`src/rtl/pio_cycle_timer.sv`:
```
module pio_cycle_timer #(
  parameter int DW  = 16,
  parameter int CW  = 8,
  parameter int AW  = 3,
  parameter int NCS = 2
) (
  input  logic            clk,
  input  logic            rst_n,
  input  logic [4*CW-1:0] cfg_cmd0,
  input  logic [4*CW-1:0] cfg_dat0,
  input  logic [4*CW-1:0] cfg_cmd1,
  input  logic [4*CW-1:0] cfg_dat1,
  input  logic [1:0]      cfg_rdy_en,
  input  logic            req_valid,
  input  logic            req_write,
  input  logic            req_dev,
  input  logic            req_is_data,
  input  logic [NCS-1:0]  req_cs,
  input  logic [AW-1:0]   req_addr,
  input  logic [DW-1:0]   req_wdata,
  output logic            done,
  output logic [DW-1:0]   rdata,
  output logic [NCS-1:0]  ide_cs_n,
  output logic [AW-1:0]   ide_addr,
  output logic            ide_rd_n,
  output logic            ide_wr_n,
  output logic [DW-1:0]   ide_wdata,
  output logic            ide_wdata_oe,
  input  logic [DW-1:0]   ide_rdata,
  input  logic            ide_iordy
);
  localparam int TW = 4 * CW;

  typedef enum logic [2:0] {S_IDLE, S_SETUP, S_STB, S_HOLD, S_REC} st_t;

  st_t            st;
  logic [CW-1:0]  cnt;
  logic [TW-1:0]  tw;
  logic           wr_q, rdy_q;
  logic [NCS-1:0] cs_q;
  logic [AW-1:0]  addr_q;
  logic [DW-1:0]  wd_q;

  function automatic logic [CW-1:0] ld(input logic [CW-1:0] v);
    return (v == '0) ? '0 : v - 1'b1;
  endfunction

  wire [TW-1:0] sel_w = req_dev ? (req_is_data ? cfg_dat1 : cfg_cmd1)
                                : (req_is_data ? cfg_dat0 : cfg_cmd0);
  wire last  = (cnt == '0);
  wire stall = rdy_q && !ide_iordy;
  wire on_bus = (st == S_SETUP) || (st == S_STB) || (st == S_HOLD);

  always_ff @(posedge clk or negedge rst_n) begin
    if (!rst_n) begin
      st     <= S_IDLE;
      cnt    <= '0;
      tw     <= '0;
      wr_q   <= 1'b0;
      rdy_q  <= 1'b0;
      cs_q   <= '0;
      addr_q <= '0;
      wd_q   <= '0;
      rdata  <= '0;
      done   <= 1'b0;
    end else begin
      done <= 1'b0;
      case (st)
        S_IDLE: if (req_valid) begin
          st     <= S_SETUP;
          cnt    <= ld(sel_w[0 +: CW]);
          tw     <= sel_w;
          wr_q   <= req_write;
          rdy_q  <= cfg_rdy_en[req_dev];
          cs_q   <= req_cs;
          addr_q <= req_addr;
          wd_q   <= req_wdata;
        end
        S_SETUP: if (last) begin
          st  <= S_STB;
          cnt <= ld(tw[CW +: CW]);
        end else cnt <= cnt - 1'b1;
        S_STB: if (!last) cnt <= cnt - 1'b1;
        else if (!stall) begin
          st  <= S_HOLD;
          cnt <= ld(tw[2*CW +: CW]);
          if (!wr_q) rdata <= ide_rdata;
        end
        S_HOLD: if (last) begin
          st  <= S_REC;
          cnt <= ld(tw[3*CW +: CW]);
        end else cnt <= cnt - 1'b1;
        S_REC: if (last) begin
          st   <= S_IDLE;
          done <= 1'b1;
        end else cnt <= cnt - 1'b1;
        default: st <= S_IDLE;
      endcase
    end
  end

  assign ide_cs_n     = on_bus ? ~cs_q : '1;
  assign ide_addr     = on_bus ? addr_q : '0;
  assign ide_rd_n     = !((st == S_STB) && !wr_q);
  assign ide_wr_n     = !((st == S_STB) && wr_q);
  assign ide_wdata_oe = wr_q && ((st == S_STB) || (st == S_HOLD));
  assign ide_wdata    = ide_wdata_oe ? wd_q : '0;

  AST_STROBE_EXCL: assert property (@(posedge clk) disable iff (!rst_n)
    !(!ide_rd_n && !ide_wr_n));
  AST_DONE_PULSE: assert property (@(posedge clk) disable iff (!rst_n)
    done |=> !done);
  AST_IDLE_QUIET: assert property (@(posedge clk) disable iff (!rst_n)
    (st == S_IDLE) |-> (ide_rd_n && ide_wr_n && (ide_cs_n == '1) && !ide_wdata_oe));
  AST_RDY_STRETCH: assert property (@(posedge clk) disable iff (!rst_n)
    ((st == S_STB) && last && rdy_q && !ide_iordy) |=> (st == S_STB));
  AST_ADDR_STEADY: assert property (@(posedge clk) disable iff (!rst_n)
    (st == S_STB) |=> $stable(ide_addr));
  AST_RDATA_KEEP: assert property (@(posedge clk) disable iff (!rst_n)
    (st != S_STB) |=> $stable(rdata));
endmodule

```
`config.mk`:
```
export PLATFORM = sky130hd
export DESIGN_NAME = pio_cycle_timer
export DESIGN_NICKNAME = d
export VERILOG_FILES = /design/src/rtl/pio_cycle_timer.sv
export SDC_FILE = /design/constraint.sdc
export NUM_CORES = 1
export LEC_CHECK = 0
export ABC_AREA = 1
export BUFFER_PORTS_ARGS = -buffer_cell sky130_fd_sc_hd__buf_2
export CORE_UTILIZATION = 44
export CTS_BUF_LIST = sky130_fd_sc_hd__clkbuf_2
export DETAILED_ROUTE_END_ITERATION = 8
export PLACE_DENSITY_LB_ADDON = 0.1
export SKIP_LAST_GASP = 1
export SLEW_MARGIN = 30
export SYNTH_ARGS = -nofsm -noshare
export SYNTH_HDL_FRONTEND = slang
export SYNTH_SLANG_ARGS = --single-unit
```
`constraint.sdc`:
```
create_clock -name clk -period 2.24 [get_ports clk]
set_input_delay 0.224 -clock clk [delete_from_list [all_inputs] [get_ports clk]]
set_output_delay 0.224 -clock clk [all_outputs]
set_load 0.01 [all_outputs]
```
==> flow_metrics.tcl, run 1 <==
set metrics [dict create \
    fin_setup_tns_ns 0 \
    final_layout_size_suffix_gt1_share_pct 28.7 \
    violations "DRC" \
    synth_compound_area_share_pct 16.1 \
    ioPinCount 215 \
    cp-start-kind "flop" \
    grt_antenna_before_repair 0 \
    clock_latency_ns 0.58 \
    peakVddDrop_mv 0.421 \
    crit_slowest_cell "dfrtp_1" \
    finClkSkew_ns 0.0259 \
    h-tree-depth 3 \
    synth_top_area_share_pct 35.8 \
    cts_root_buffer "clkbuf_2" \
    clock_path_buffers 2 \
    synth_edf_count 0 \
    fin_crit_sh_pct 95.3 \
    cts.clk_slew.worst_paths_ns 0.22 \
    worstSetupPathType "reg2out" \
    syn_inst 770 \
    synth_fa_ha_area_share_pct 2.15 \
    drt_iter0_drc 426 \
    cts.sinks 75 \
    critical-path-max-stage-delay_ns 0.45 \
    endpoint_kind "primary output" \
    pwr-share-comb_pct 55.7 \
    p_sw_share_pct 47.2 \
    slew_violations 0 \
    path_cells "inv_2 -> nand2_2 -> nor2_4 -> clkinvlp_4 -> nor2_2 -> buf_2" \
    timing.final.crit_period_ns 2.13 \
    final_hold_viol_count 0 \
    dr_total_vias 5819 \
    wl_per_cell_um 13.8 \
    yosys-mux-area-fraction_pct 3.44 \
    status "finished with violations" \
    grt_overflow 0 \
    ant_nets 0 \
    hpwl_um 11700 \
    setup_viol 0 \
    p_int_uw 3820 \
    initial_core_util_pct 45.5 \
    hold_class "in2reg" \
    cp_top_family "buffers and inverters" \
    dieHeight_um 111 \
    synthArstFlopShare_pct 100 \
    required_ns 2.02 \
    max_freq_mhz 468 \
    synth_top_cells_by_area "dfrtp_1 (36%), nand2_1 (13%), o21ai_0 (11%)" \
    numCtsBuffers 9 \
    avgSynthCellArea_um2 6.80 \
    grt_pass1_wl_um 25800 \
    arrival_ns 1.91 \
    finalNetCount 1208 \
    critPathBufInv 3 \
    path_max_fanout 8 \
    p_sw_uw 3420 \
    synth-simple-area-share_pct 30.1 \
    area_growth_pct 35.9 \
    synth_cell_types 35 \
    die_w_um 111 \
    synth_xor_area_share_pct 2.51 \
    clkPwrFrac_pct 12.3 \
    synth_warnings 0 \
    synth-seq-area-share_pct 35.8 \
    syn_nets 953 \
    portBuffers 214 \
    fp.dieArea_mm2 0.0123 \
    holdWs_ns 0.0431 \
    cap_violations 0 \
    vias_per_cell 4.96 \
    track_usage_pct 26.1 \
    timing.slew.headroom_pct 59.8 \
    cts_tree "built" \
    coreArea_mm2 0.0115 \
    synth_top_family_by_area "simple AND/OR/NAND/NOR gates" \
    p_per_area_mw_per_mm2 1020 \
    firstDrtPassIters 7 \
    p_leak_uw 0.00380 \
    grt_max_degree 90 \
    routed_wl_um 16100 \
    grt_pass1_vias 5455 \
    seqPwrFrac_pct 32.0 \
    worst_pin_slew_ns 0.603 \
    synth-main-ff-cell "dfrtp_1" \
    rsz0062_at_grt "yes" \
    antenna_cells 0 \
    drc_errors 6 \
    synth-seq-cells 75 \
    synth_top_area_cell "dfrtp_1" \
    netlist_area_mm2 0.00524 \
    place_congestion 0.892 \
    fp-row-count 39 \
]
cells in the mapped netlist, drive strengths merged, types with 3 or more instances:
library cell	n
o21ai	116
clkbuf	16
nor2	137
xor2	14
ha	9
dfrtp	75
nand3	41
nand4	3
o211ai	5
inv	89
nand2	191
nor3	3
buf	16
a21oi	9
mux2	16
o22ai	25
placed cells by master, fill, tap and decap left out, types with 4 or more instances in the layout:
master         count
inv_1             80
nand2_1          181
buf_2            213
inv_2              8
buf_4             12
nand3_1           39
clkbuf_2          10
xor2_1            14
dfrtp_1           73
a21oi_1            9
o211ai_1           4
nor2_4             5
nand2_2            8
ha_1               9
mux2_2            14
o22ai_1           25
nor2_2             6
dlygate4sd3_1     46
nor2_1           126
o21ai_0          111
o21ai_1            5
per-layer routing:
metal | vias to the layer above | wire (um) | global-route usage, %
li1 | 2982 | - | -
met2 | 205 | 7450 | 41.6
met3 | 20 | 910 | 3.55
met4 | 0 | 265 | 9.55
met5 | - | 0 | 0
met1 | 2612 | 7520 | 36.2
per-stage QoR:
| step | utilization, % | area, um2 | instances | total power (uW) | setup slack, ns |
|---|---|---|---|---|---|
| 4_1_cts | 61.1 | 7030 | 1168 | 7060 | 0.00122 |
| 6_report | 61.8 | 7120 | 1173 | 7240 | 0.105 |
| 3_3_place_gp | 55.7 | 6410 | 1104 | 6020 | 0.324 |
| 3_5_place_dp | 55.7 | 6410 | 1104 | 6040 | 0.295 |
| 2_1_floorplan | - | 5240 | 770 | 4900 | 0.529 |
| 5_1_grt | 61.8 | 7120 | 1173 | 7920 | -0.0251 |
worst paths after layout:
path | startpoint | to | slack, ns | cells after the start
setup reg to reg | st[0] | rdy_q | 0.21 | 7
min in group asynchronous | rst_n | tw[9] | 0.15 | 2
setup / recovery | st[2] | ide_wdata[12] | 0.11 | 6
max in group asynchronous | rst_n | tw[27] | 1.51 | 3
hold / removal | cfg_cmd0[24] | tw[24] | 0.04 | 5
hold reg to reg | cs_q[1] | cs_q[1] | 0.50 | 2
final cells by class:
cell class              count  area [um2]
repair buffers            275        1710
well taps                 143         179
inverters                  89         337
fillers                  1108        4400
multi-input cells         574        2870
clock inverters             6        86.3
clock buffers              10        50.0
repair inverters            1        7.51
flip-flops and latches     75        1880
worst min-delay path: cells and delay by family:
kind / cells / cell delay (ns)
AO/OA/AOI/OAI: 2 / 0.18
buffers and inverters: 1 / 0.08
AND/OR/NAND/NOR: 2 / 0.10
logic make-up after synthesis:
kind of cell	count (synthesis)
DFF	75
buffers and inverters	121
and+or+nand+nor	376
muxes	16
xor gates and xnor gates	15
adders and majority gates	9
AOI/OAI and AO/OA	158
power by group through the flow:
stage / clock (uW) / combinational (uW) / sequential [uW]
final: 894 / 4030 / 2320
after global routing: 969 / 4570 / 2380
after detailed placement: 0 / 3700 / 2350
after global placement: 0 / 3680 / 2340
after CTS: 907 / 3850 / 2310
after floorplan: 0 / 2600 / 2290
state kept, by name, summed over array words and instances (netlist names):
| register | flops |
|---|---|
| tw | 24 |
| rdata | 16 |
| wd_q | 16 |
| cnt | 8 |
| addr_q | 3 |
| st | 3 |
| cs_q | 2 |
| done | 1 |
| rdy_q | 1 |
| wr_q | 1 |
repair_timing:
| item | CTS | global route |
|---|---|---|
| hold buffers | 46 | 0 |
| buffers inserted | 1 | 3 |
| gates cloned | 1 | 2 |
| setup endpoints to repair | 16 | 15 |
| endpoints found under the hold margin | 88 | 0 |
| pin swaps | 1 | 3 |
| resized for setup | 5 | 7 |
No activity file was read; power rests on OpenSTA's default activity.
==> run 2: changes to the inputs <==
--- a/config.mk
+++ b/config.mk
@@ -11,8 +11,9 @@
 export CTS_BUF_LIST = sky130_fd_sc_hd__clkbuf_2
 export DETAILED_ROUTE_END_ITERATION = 8
 export PLACE_DENSITY_LB_ADDON = 0.1
+export RECOVER_POWER = 100
 export SKIP_LAST_GASP = 1
-export SLEW_MARGIN = 30
+export SLEW_MARGIN = 20
 export SYNTH_ARGS = -nofsm -noshare
 export SYNTH_HDL_FRONTEND = slang
 export SYNTH_SLANG_ARGS = --single-unit
==> flow_metrics.tcl, run 2 (same netlist as run 1, synthesis figures left out) <==
set metrics [dict create \
    status "finished with violations" \
    violations "DRC" \
    worstSetupPathType "reg2out" \
    r2r_cells 7 \
    cap_violations 0 \
    crit_start "st[2]" \
    cts.sinks 75 \
    fp.dieArea_mm2 0.0123 \
    nFillCells 1119 \
    timing.final.crit_period_ns 2.14 \
    grt_max_degree 90 \
    dr_total_vias 5852 \
    path_max_fanout 8 \
    fin_crit_sh_pct 95.6 \
    dieHeight_um 111 \
    grt_antenna_before_repair 0 \
    endpoint_kind "primary output" \
    reg.largest.list "tw (24), rdata (16), wd_q (16)" \
    holdWs_ns 0.0400 \
    h-tree-depth 3 \
    die_w_um 111 \
    cts_root_buffer "clkbuf_2" \
    worstSetupEndpoint "ide_wdata[12]" \
    rrSetupSlack_ns 0.21 \
    cp-start-kind "flop" \
    worst_pin_slew_ns 1.13 \
    portBuffers 214 \
    numCtsBuffers 9 \
    max_flop_register "tw" \
    initial_core_util_pct 45.5 \
    place_congestion 0.892 \
    p_per_area_mw_per_mm2 1020 \
    post_dp_cell_area_mm2 0.00641 \
    area_growth_pct 35.1 \
    slew_violations 0 \
    post-route-util_pct 61.4 \
    fin_setup_tns_ns 0 \
    grt_pass1_vias 5455 \
    drc_errors 6 \
    final_layout_size_suffix_gt1_share_pct 27.0 \
    peakVddDrop_mv 0.421 \
    postLayoutCellArea_mm2 0.00707 \
    cts_tree "built" \
    largest_register_ffs 24 \
    max_freq_mhz 467 \
    vias_per_cell 4.99 \
    clock_latency_ns 0.59 \
    dpl_worst_slack_ns 0.295 \
    rsz0062_at_grt "yes" \
    finClkSkew_ns 0.0277 \
    setup_slack_ns 0.0979 \
    setup_viol 0 \
    finalNetCount 1208 \
    final_hold_viol_count 0 \
    ant_nets 0 \
    fp-row-count 39 \
    firstDrtPassIters 7 \
    ioPinCount 215 \
    p_leak_uw 0.00372 \
    hpwl_um 11700 \
    r2r_end "rdy_q" \
    antenna_cells 0 \
    final_cell_mix "buf_2 (196), nand2_1 (181), nor2_1 (126)" \
    wl_per_cell_um 13.8 \
    routed_wl_um 16200 \
    hold_class "in2reg" \
    cts.clk_slew.worst_paths_ns 0.23 \
    arrival_ns 1.92 \
    grt_overflow 0 \
    drt_iter0_drc 448 \
    required_ns 2.02 \
    final_common_cell "buf_2" \
    track_usage_pct 26.1 \
    clock_path_buffers 2 \
    coreArea_mm2 0.0115 \
    timing.slew.headroom_pct 24.5 \
    grt_pass1_wl_um 25800 \
    r2r-start "st[0]" \
]
-- run 2: cell count changes in the layout (fill, tap and decap cells not counted), sizes merged --
cell and change:
buf -20, clkbuf +20
-- run 2: metal layers --
metal | global-route usage (%) | wire (um) | up-vias
li1 | - | - | 2984
met1 | 36.2 | 7610 | 2646
met2 | 41.6 | 7450 | 201
met3 | 3.55 | 872 | 21
met4 | 9.55 | 276 | 0
met5 | 0 | 0 | -
-- run 2: what timing repair did --
action	in CTS	in global routing
hold buffers	46	0
resized for setup	5	7
setup buffers	1	3
pin swaps	1	3
endpoints found under the hold margin	88	0
setup endpoints to repair	16	15
gates cloned	1	2
-- run 2: cell type report --
class                   count  area, um2  area share, %
flip-flops and latches     75       1880           26.6
clock inverters             6       86.3           1.22
multi-input cells         574       2870           40.6
repair inverters            1       7.51          0.106
inverters                  89        337           4.76
well taps                 143        179           2.53
repair buffers            275       1660           23.5
clock buffers              10       50.0          0.707
-- run 2: power breakdown --
group          switching (uW)  internal, uW  total (uW)
clock network             518           377         894
logic                    2540          1480        4010
registers                 375          1940        2320
total                    3430          3800        7230
-- run 2: how the worst min path moves through the flow --
stage	start	end	slack (ns)	cells after the start
2_1_floorplan	rst_n	addr_q[0]	-0.07	0
3_3_place_gp	rst_n	tw[10]	0.28	1
3_5_place_dp	rst_n	tw[10]	0.27	1
4_1_cts	cfg_cmd0[10]	tw[10]	0.01	5
5_1_grt	cfg_cmd0[12]	tw[12]	0.06	5
6_report	cfg_cmd0[24]	tw[24]	0.04	5
-- run 2: metrics by stage --
step                power [uW]  cells
finish                    7230   1173
global route              7890   1173
CTS                       7060   1168
detailed placement        6040   1104
global placement          6020   1104
floorplan                 4900    770
-- run 2: worst max-delay path: stages (launching register included) --
cell and delay, ns:
dfrtp_1 0.45, inv_2 0.09, nand2_2 0.09, nor2_4 0.16
clkinvlp_4 0.23, nor2_2 0.16, buf_2 0.14
==> run 3: changes to the inputs <==
--- a/config.mk
+++ b/config.mk
@@ -6,7 +6,7 @@
 export NUM_CORES = 1
 export LEC_CHECK = 0
 export ABC_AREA = 1
-export BUFFER_PORTS_ARGS = -buffer_cell sky130_fd_sc_hd__buf_2
+export BUFFER_PORTS_ARGS = -buffer_cell sky130_fd_sc_hd__buf_4
 export CORE_UTILIZATION = 44
 export CTS_BUF_LIST = sky130_fd_sc_hd__clkbuf_2
 export DETAILED_ROUTE_END_ITERATION = 8
==> flow_metrics.tcl, run 3 (same netlist as run 1, synthesis figures left out) <==
set metrics [dict create \
    detail_route.wirelength.met1_um 7300 \
    coreArea_mm2 0.0115 \
    slew_violations 28 \
    fp.dieArea_mm2 0.0123 \
    cts_tree "built" \
    dr_total_vias 5767 \
    post_cts_buffers 0 \
    largest_register_ffs 24 \
    h-tree-depth 3 \
    die_w_um 111 \
    ioPinCount 215 \
    fin_crit_sh_pct 93.7 \
    post-route-util_pct 64.1 \
    hold_class "in2reg" \
    ant_nets 0 \
    grt_max_degree 82 \
    wl_per_cell_um 13.8 \
    crit_start "st[2]" \
    dieHeight_um 111 \
    cap_violations 1 \
    grt_antenna_before_repair 0 \
    max_flop_register "tw" \
    status "finished with violations" \
    grt_overflow 0 \
    worstHoldStart "cfg_cmd0[10]" \
    max_freq_mhz 476 \
    initial_core_util_pct 45.5 \
    final_cell_mix "buf_4 (190), nand2_1 (182), nor2_1 (129)" \
    drc_errors 6 \
    final_layout_size_suffix_gt1_share_pct 24.6 \
    setup_viol 0 \
    grt_pass1_wl_um 26300 \
    routed.top_layer "met4" \
    final_hold_viol_count 0 \
    violations "DRC, capacitance limit, slew limit" \
    timing.slew.headroom_pct -4.78 \
    finalNetCount 1196 \
    cp-start-kind "flop" \
    area_growth_pct 41.0 \
    hpwl_um 12000 \
    wl_met3_um 816 \
    p_per_area_mw_per_mm2 962 \
    worst_pin_slew_ns 1.57 \
    endpoint_kind "primary output" \
    cts.clk_slew.worst_paths_ns 0.23 \
    portBuffers 214 \
    cts_root_buffer "clkbuf_2" \
    dr_wl_met2_um 7640 \
    numCtsBuffers 9 \
    worstSetupPathType "reg2out" \
    finClkSkew_ns 0.0398 \
    reg.largest.list "tw (24), rdata (16), wd_q (16)" \
    final_common_cell "buf_4" \
    antenna_cells 0 \
    required_ns 2.02 \
    arrival_ns 1.88 \
    path_max_fanout 16 \
    clock_path_buffers 2 \
    timing.final.crit_period_ns 2.10 \
    grt_pass1_vias 5390 \
    r2r-start "cnt[0]" \
    fp-row-count 39 \
    cts.sinks 75 \
    place_congestion 0.922 \
    drt_iter0_drc 361 \
    p_leak_uw 0.00376 \
    peakVddDrop_mv 0.449 \
    clock_latency_ns 0.54 \
    track_usage_pct 26.8 \
    firstDrtPassIters 7 \
    fin_setup_tns_ns 0 \
    rsz0062_at_grt "no" \
    vias_per_cell 4.97 \
    routed_wl_um 16100 \
]
[run 3: per-stage QoR]
step / instance area [um2] / power (uW) / worst slack (ns) / hold slack, ns / cells
finish: 7390 / 7100 / 0.140 / 0.0635 / 1161
floorplan: 5240 / 4900 / 0.529 / -0.0716 / 770
global placement: 6950 / 6180 / 0.266 / 0.168 / 1104
global route: 7390 / 7800 / 0.0149 / 0.0537 / 1161
CTS: 7500 / 7210 / 0.0523 / 0.0260 / 1161
detailed placement: 6950 / 6240 / 0.213 / 0.170 / 1104
[run 3: critical path: stages (launching register included)]
cell	delay [ns]
dfrtp_2	0.50
inv_2	0.12
nand2_1	0.10
nor2_2	0.16
inv_2	0.16
nor2_1	0.12
clkbuf_1	0.18
[run 3: cell type report]
cell class / count / area, um2
Fill cell: 1064 / 4130
Multi-Input combinational cell: 574 / 2860
Timing Repair Buffer: 264 / 1990
Sequential cell: 75 / 1880
Inverter: 89 / 337
Tap cell: 143 / 179
Clock inverter: 7 / 98.8
Clock buffer: 9 / 45.0
[run 3: report_power, final]
part	switching [uW]	total, uW	internal (uW)
combinational	2440	3880	1440
clock	517	893	376
sequential	389	2330	1940
[run 3: path summary, 6_finish.rpt]
kind                                      to  slack (ns)  cells after the start
worst max-delay path            ide_wdata[6]        0.14                      6
worst min-delay path                  tw[10]        0.06                      5
worst max register to register     rdata[11]        0.21                      6
worst min register to register       cs_q[1]        0.50                      2
max in group asynchronous            wd_q[6]        0.71                      3
min in group asynchronous             tw[13]        0.58                      2
[run 3: timing repair]
action,4_1_cts,5_1_grt
endpoints found under the setup margin,16,16
hold buffers,41,0
hold endpoints to repair,114,0
gates resized for setup,2,2
[run 3: per-layer routing]
metal,GRT usage (%),up-vias
met5,0,-
met4,9.01,0
met3,3.50,25
met2,45.0,191
met1,35.5,2596
li1,-,2955
